**config.mk**
```make
export PLATFORM = sky130hd
export DESIGN_NAME = fp16_slice_mac
export DESIGN_NICKNAME = d
export VERILOG_FILES = /design/src/rtl/fp16_slice_mac.sv
export SDC_FILE = /design/constraint.sdc
export NUM_CORES = 1
export LEC_CHECK = 0
export BUFFER_PORTS_ARGS = -buffer_cell sky130_fd_sc_hd__buf_2
export CORE_UTILIZATION = 25
export DETAILED_ROUTE_END_ITERATION = 8
export GPL_TIMING_DRIVEN = 0
export PLACE_DENSITY_LB_ADDON = 0.1
export SKIP_LAST_GASP = 1
export SYNTH_ARGS = -nofsm -noshare
export SYNTH_HDL_FRONTEND = slang
export SYNTH_SLANG_ARGS = --single-unit
export TNS_END_PERCENT = 20
```
**constraint.sdc**
```tcl
create_clock -name clk -period 18.79 [get_ports clk]
set_clock_uncertainty 0.05 [all_clocks]
set_input_delay 0.9395 -clock clk [delete_from_list [all_inputs] [get_ports clk]]
set_output_delay 0.9395 -clock clk [all_outputs]
set_load 0.05 [all_outputs]
```
**src/rtl/fp16_slice_mac.sv**
```systemverilog
module fp16_slice_mac #(
  parameter int SPAN  = 8,
  parameter int ACC_W = 26
) (
  input  logic        clk,
  input  logic        rst_n,
  input  logic        clear,
  input  logic        in_valid,
  output logic        in_ready,
  input  logic [15:0] op_a,
  input  logic [15:0] op_b,
  output logic [15:0] result,
  output logic        ovf_flag,
  output logic        trunc_flag
);
  localparam int MW   = 11;
  localparam int PW   = 2 * MW;
  localparam int TW   = ACC_W - 2;
  localparam int DROP = PW + SPAN - TW;
  localparam int XW   = PW + 2 * SPAN;
  localparam int EW   = 6;
  localparam int MAGW = ACC_W - 1;
  localparam int LW   = $clog2(MAGW);
  localparam logic signed [ACC_W-1:0] MAXV = {1'b0, {(ACC_W-1){1'b1}}};
  localparam logic signed [ACC_W:0]   SMAX = {2'b00, {(ACC_W-1){1'b1}}};
  localparam logic signed [7:0]       HI_S = 8'(SPAN);

  logic signed [ACC_W-1:0] acc_q, acc_d;
  logic [EW-1:0] ref_q, ref_d, pe_q, pe_d, ref_eff;
  logic has_q, has_d, ovf_q, ovf_d, trunc_q, trunc_d, busy_q, busy_d, neg_q, neg_d;
  logic [1:0] si_q, si_d, sj_q, sj_d;
  logic [MW-1:0] ma_q, ma_d, mb_q, mb_d;
  logic [PW-1:0] prod_q, prod_d, pp, prod_full;
  logic [7:0] pp8;

  function automatic logic [3:0] slice(input logic [MW-1:0] m, input logic [1:0] k);
    case (k)
      2'd0:    slice = m[3:0];
      2'd1:    slice = m[7:4];
      default: slice = {1'b0, m[10:8]};
    endcase
  endfunction

  wire [4:0] ea = op_a[14:10];
  wire [4:0] eb = op_b[14:10];
  wire a_inf = &ea, b_inf = &eb;
  wire a_zero = ~|ea, b_zero = ~|eb;
  wire any_inf = a_inf | b_inf;
  wire take = in_valid & ~busy_q;
  wire last = busy_q & (si_q == 2'd2) & (sj_q == 2'd2);

  assign in_ready   = ~busy_q;
  assign ovf_flag   = ovf_q;
  assign trunc_flag = trunc_q;

  assign pp8 = slice(ma_q, si_q) * slice(mb_q, sj_q);
  assign pp = PW'(pp8) << {({1'b0, si_q} + {1'b0, sj_q}), 2'b00};
  assign prod_full = prod_q + pp;

  assign ref_eff = has_q ? ref_q : pe_q;
  logic signed [7:0] d;
  logic [7:0] shv;
  logic [TW-1:0] term;
  logic [ACC_W:0] term_s;
  logic signed [ACC_W:0] sum;
  assign d = $signed({2'b00, pe_q}) - $signed({2'b00, ref_eff});
  assign shv = d + HI_S;
  assign term = TW'((XW'(prod_full) << shv) >> (SPAN + DROP));
  assign term_s = {{(ACC_W+1-TW){1'b0}}, term};
  assign sum = {acc_q[ACC_W-1], acc_q} + (neg_q ? -term_s : term_s);

  always_comb begin
    acc_d = acc_q; ref_d = ref_q; has_d = has_q; ovf_d = ovf_q; trunc_d = trunc_q;
    busy_d = busy_q; si_d = si_q; sj_d = sj_q; prod_d = prod_q;
    ma_d = ma_q; mb_d = mb_q; pe_d = pe_q; neg_d = neg_q;
    if (clear) begin
      acc_d = '0; ref_d = '0; has_d = 1'b0; ovf_d = 1'b0; trunc_d = 1'b0; busy_d = 1'b0;
    end else if (busy_q) begin
      prod_d = prod_full;
      if (sj_q == 2'd2) begin
        sj_d = 2'd0;
        si_d = si_q + 2'd1;
      end else begin
        sj_d = sj_q + 2'd1;
      end
      if (last) begin
        busy_d = 1'b0;
        if (!ovf_q) begin
          has_d = 1'b1;
          ref_d = ref_eff;
          if (d > HI_S) begin
            acc_d = neg_q ? -MAXV : MAXV;
            ovf_d = 1'b1;
          end else if (d < -HI_S) begin
            trunc_d = 1'b1;
          end else if (sum > SMAX) begin
            acc_d = MAXV;
            ovf_d = 1'b1;
          end else if (sum < -SMAX) begin
            acc_d = -MAXV;
            ovf_d = 1'b1;
          end else begin
            acc_d = sum[ACC_W-1:0];
          end
        end
      end
    end
    if (take) begin
      if (any_inf) begin
        if (!ovf_d) begin
          acc_d = (op_a[15] ^ op_b[15]) ? -MAXV : MAXV;
          ovf_d = 1'b1;
        end
      end else if (!a_zero && !b_zero) begin
        ma_d = {1'b1, op_a[9:0]};
        mb_d = {1'b1, op_b[9:0]};
        pe_d = {1'b0, ea} + {1'b0, eb};
        neg_d = op_a[15] ^ op_b[15];
        prod_d = '0; si_d = 2'd0; sj_d = 2'd0; busy_d = 1'b1;
      end
    end
  end

  always_ff @(posedge clk or negedge rst_n) begin
    if (!rst_n) begin
      acc_q <= '0; ref_q <= '0; has_q <= 1'b0; ovf_q <= 1'b0; trunc_q <= 1'b0;
      busy_q <= 1'b0; si_q <= '0; sj_q <= '0; prod_q <= '0;
      ma_q <= '0; mb_q <= '0; pe_q <= '0; neg_q <= 1'b0;
    end else begin
      acc_q <= acc_d; ref_q <= ref_d; has_q <= has_d; ovf_q <= ovf_d; trunc_q <= trunc_d;
      busy_q <= busy_d; si_q <= si_d; sj_q <= sj_d; prod_q <= prod_d;
      ma_q <= ma_d; mb_q <= mb_d; pe_q <= pe_d; neg_q <= neg_d;
    end
  end

  logic sgn, carry, up;
  logic [MAGW-1:0] mag, norm;
  logic [LW-1:0] lead;
  logic [10:0] sig_r;
  int ex;
  always_comb begin
    sgn = acc_q[ACC_W-1];
    mag = sgn ? MAGW'(-acc_q) : MAGW'(acc_q);
    lead = '0;
    for (int k = 0; k < MAGW; k++) if (mag[k]) lead = LW'(k);
    norm = mag << (LW'(MAGW - 1) - lead);
    up = norm[MAGW-12] & ((|norm[MAGW-13:0]) | norm[MAGW-11]);
    sig_r = {1'b0, norm[MAGW-2 -: 10]} + {10'd0, up};
    carry = sig_r[10];
    ex = int'(lead) + int'(ref_q) + DROP - 35 + int'(carry);
    if (ovf_q)               result = {sgn, 5'h1F, 10'h000};
    else if (!norm[MAGW-1])  result = 16'h0000;
    else if (ex >= 31)       result = {sgn, 5'h1F, 10'h000};
    else if (ex <= 0)        result = 16'h0000;
    else                     result = {sgn, ex[4:0], sig_r[9:0]};
  end

  p_ready_hold_r1: assert property (@(posedge clk) disable iff (!rst_n)
    take && !any_inf && !a_zero && !b_zero |=> !in_ready);
  p_zero_free_r2: assert property (@(posedge clk) disable iff (!rst_n)
    take && !any_inf && (a_zero || b_zero) && !clear |=> in_ready && $stable(result));
  p_trunc_sticky_r4: assert property (@(posedge clk) disable iff (!rst_n)
    trunc_flag && !clear |=> trunc_flag);
  p_ovf_freeze_r6: assert property (@(posedge clk) disable iff (!rst_n)
    ovf_flag && !clear |=> ovf_flag && $stable(result));
  p_clear_flags_r8: assert property (@(posedge clk) disable iff (!rst_n)
    clear && !(take && any_inf) |=> !ovf_flag && !trunc_flag);
  p_clear_cancel_r8: assert property (@(posedge clk) disable iff (!rst_n)
    clear && !in_ready |=> in_ready);
endmodule

```
==> metrics.md <==
| Metric | Value |
|---|---|
| Status | completed |
| Number of enable flip-flop cells after synthesis | 0 |
| First-pass GRT wire length | between 100 and 150 mm |
| Post-synth top flop | dfrtp_1 |
| Crit-path slowest cell | o311ai_1 |
| Clk sinks | 90 |
| Crit start category | register |
| Ys Warns | 0 |
| Syn_nets | 2220 |
| Core Area | roughly 62000 um2 |
| Worst-Margin Slew | approximately 1.1 ns |
| Avg Inst Size Synth | approximately 7.5 um2 |
| Tmin final | between 10 and 15 ns |
| Synth async-reset ratio | 100% |
| Row Count | 91 |
| Total CTS buffers | 9 |
| # DRC | 0 |
| RSZ-0062 raised after global routing | no |
| Crit path arrival time | approximately 14 ns |
| IO buf count | 54 |
| Post-cts resize count | 0 |
| Buf+Inv Stages, Crit Path | 5 |
| Clock Path Buffers | 2 |
| Vias in the first global route | between 15k and 20k |
| Sequential share of the synthesized area | around 14% |
| Setup Fix Bufs, Post-CTS | 0 |
| DP Wirelength | between 50 and 60 mm |
| Place WS | 4.91 ns |
| WL per Instance | about 23 um |
| Syn-to-layout area delta | 10.6% |
| Global placer's final weighted congestion | approximately 0.99 |
| Clock latency on the worst-skew pair | approximately 0.4 ns |
| Post-layout util | about 28% |
| Critical Path Sink Type | register |
| Initial core utilization | roughly 25% |
| Count of final max-slew check failures | 0 |
| Hold Buf Count CTS | 0 |
| Largest net degree at the start of global routing | between 50 and 60 |
| Crit path top cell by count | a21oi_1 |
| WP data required | about 19 ns |
| Max incr delay on CP | ~0.74 ns |
| H-tree depth | 3 |
| Synth cell types | between 100 and 150 |
| Overall routing resource usage | 20.9% |
| Synthesized area | between 15000 and 20000 um2 |
| Final period util | between 70 and 80% |
| Crit Path Category | register to register |
| Clock slew at reported path FFs | 0.08 ns |
| CTS root buf | clkbuf_16 |
| TritonCTS clock tree | done |
| Final worst slack | 4.88 ns |
| Layout cell share with drive strength beyond 1 | approximately 11% |
| Ant. Diodes | 0 |
| Total number of vias | 17.1k |
| Die X | around 250 um |
| Mapped Cells | 2079 |
| Max FO, Critical Path | 10 |
| Die H | approximately 250 um |
| Remaining antenna violation count after routing | 0 |
| Final nets | ~2.3k |
| Initial DRT Pass Iterations | 6 |
| Headroom to the max-slew limit | 25.3% |
| Max Cap Violations | 0 |
| Gr ovfl total | 0 |
| Hold/Removal Path Class | register to register |
| CP top delay family | compound AO/OA/AOI/OAI gates |
| Register bit total from synthesis | 90 |
| Initial antenna violation count | 1 |
| Die area | about 63000 um2 |
| Final Hold Viols | 0 |
| Peak Freq | between 70 and 80 MHz |
| Final setup fails | 0 |
| WL final | a little under 70 mm |
| Setup TNS Final | 0 ns |
| Top Ports | between 50 and 60 |
| DR vias/cell | approximately 5.7 |
| Initial DRC Count | about 1.5k |
[worst reg2reg max path, delay by kind of cell (launching register included)]
| kind | cells | cell delay (ns) |
|---|---|---|
| compound gates | 22 | 6.19 |
| xor+xnor | 3 | 0.63 |
| fa+ha+maj | 6 | 2.35 |
| buf+inv | 5 | 0.94 |
| flops | 1 | 0.39 |
| mux | 1 | 0.31 |
| simple gates | 10 | 2.88 |
[layer usage]
| metal | vias up | wire length, um | GRT usage, % |
|---|---|---|---|
| li1 | 8113 | - | - |
| met1 | 8386 | 33000 | 30.9 |
| met2 | 601 | 29700 | 32.4 |
| met3 | 44 | 4050 | 2.73 |
| met4 | 0 | 789 | 3.58 |
| met5 | - | 0 | 0 |
[through the flow]
stage                     instance area, um2  hold WS [ns]  cells
after floorplan                        15600         0.430   2079
after CTS                              17300         0.467   2988
after global routing                   17300         0.485   2988
after detailed placement               17000         0.448   2972
final                                  17300         0.464   2988
after global placement                 16900         0.441   2970
[cell type report]
class                           instances  area, um2
Clock inverter                          7       73.8
Clock buffer                            9        225
Timing Repair Buffer                   56        305
Fill cell                            6865      44400
Sequential cell                        90       2250
Inverter                               64        240
Multi-Input combinational cell       1800      12500
Buffer                                125        579
Tap cell                              837       1050
[synthesized netlist by cell type, types with 17 or more instances]
cell	count	share of area (%)
and2_1	28	1.1
o22ai_1	22	0.88
nand2_1	174	4.2
or2_2	17	0.68
nor2_1	239	5.7
nand4_1	39	1.6
a31oi_1	30	1.2
clkbuf_1	81	1.9
a41oi_1	19	1.1
a211o_1	18	1.0
o21a_1	21	1.0
xnor2_1	74	4.2
nor3_1	62	2.0
inv_1	63	1.5
nand3_1	58	1.9
o21ai_0	102	3.3
nand2b_1	20	0.80
o211ai_1	27	1.3
xor2_1	36	2.0
mux2i_1	29	1.9
a21o_1	25	1.2
a211oi_1	38	1.8
o31ai_1	42	2.0
ha_1	95	7.6
or3_1	30	1.2
dfrtp_1	90	14
buf_2	25	0.80
mux2_2	25	1.8
a21oi_1	153	4.9
[registers in the layout, summed over array words and instances, names as in the netlist]
name and cells:
acc_q 26, busy_q 1, has_q 1, ma_q 11, mb_q 10, neg_q 1
ovf_flag 1, pe_q 6, prod_q 22, ref_q 6, si_q 2, sj_q 2
trunc_flag 1
[placed cells by master, fill, tap and decap left out, drive strengths merged, types with 30 or more instances in the layout]
master  count
a211oi     41
o31ai      45
nand2     175
o21ai     117
a31oi      30
xnor2      74
nor3       67
inv        66
nor2      242
nand4      39
a21oi     156
nand3      58
dfrtp      90
clkbuf     90
ha         95
buf       100
or3        31
xor2       37
[kinds of logic (layout without fill, tap and decap cells)]
kind of cell	after synthesis	in the layout	share of synthesized area, %
AND/OR/NAND/NOR	788	788	25.5
AO/OA/AOI/OAI	731	731	34.4
buffers and inverters	189	261	5.25
XOR/XNOR	111	111	6.28
adder cells (fa/ha/maj)	105	105	8.90
flip-flops	90	90	14.4
multiplexers	65	65	5.25
[worst paths after layout]
check | startpoint | endpoint | slack (ns) | cells past startpoint
setup / recovery | si_q[1] | acc_q[17] | 4.88 | 47
hold / removal | mb_q[6] | mb_q[6] | 0.46 | 1
setup reg to reg | si_q[1] | acc_q[17] | 4.88 | 47
hold reg to reg | mb_q[6] | mb_q[6] | 0.46 | 1
max in group asynchronous | rst_n | ref_q[3] | 17.49 | 2
min in group asynchronous | rst_n | mb_q[2] | 0.48 | 1
Power is left out: the tool's default activity adds up to more than one toggle a clock period on the data nets, which glitch-free logic cannot reach.
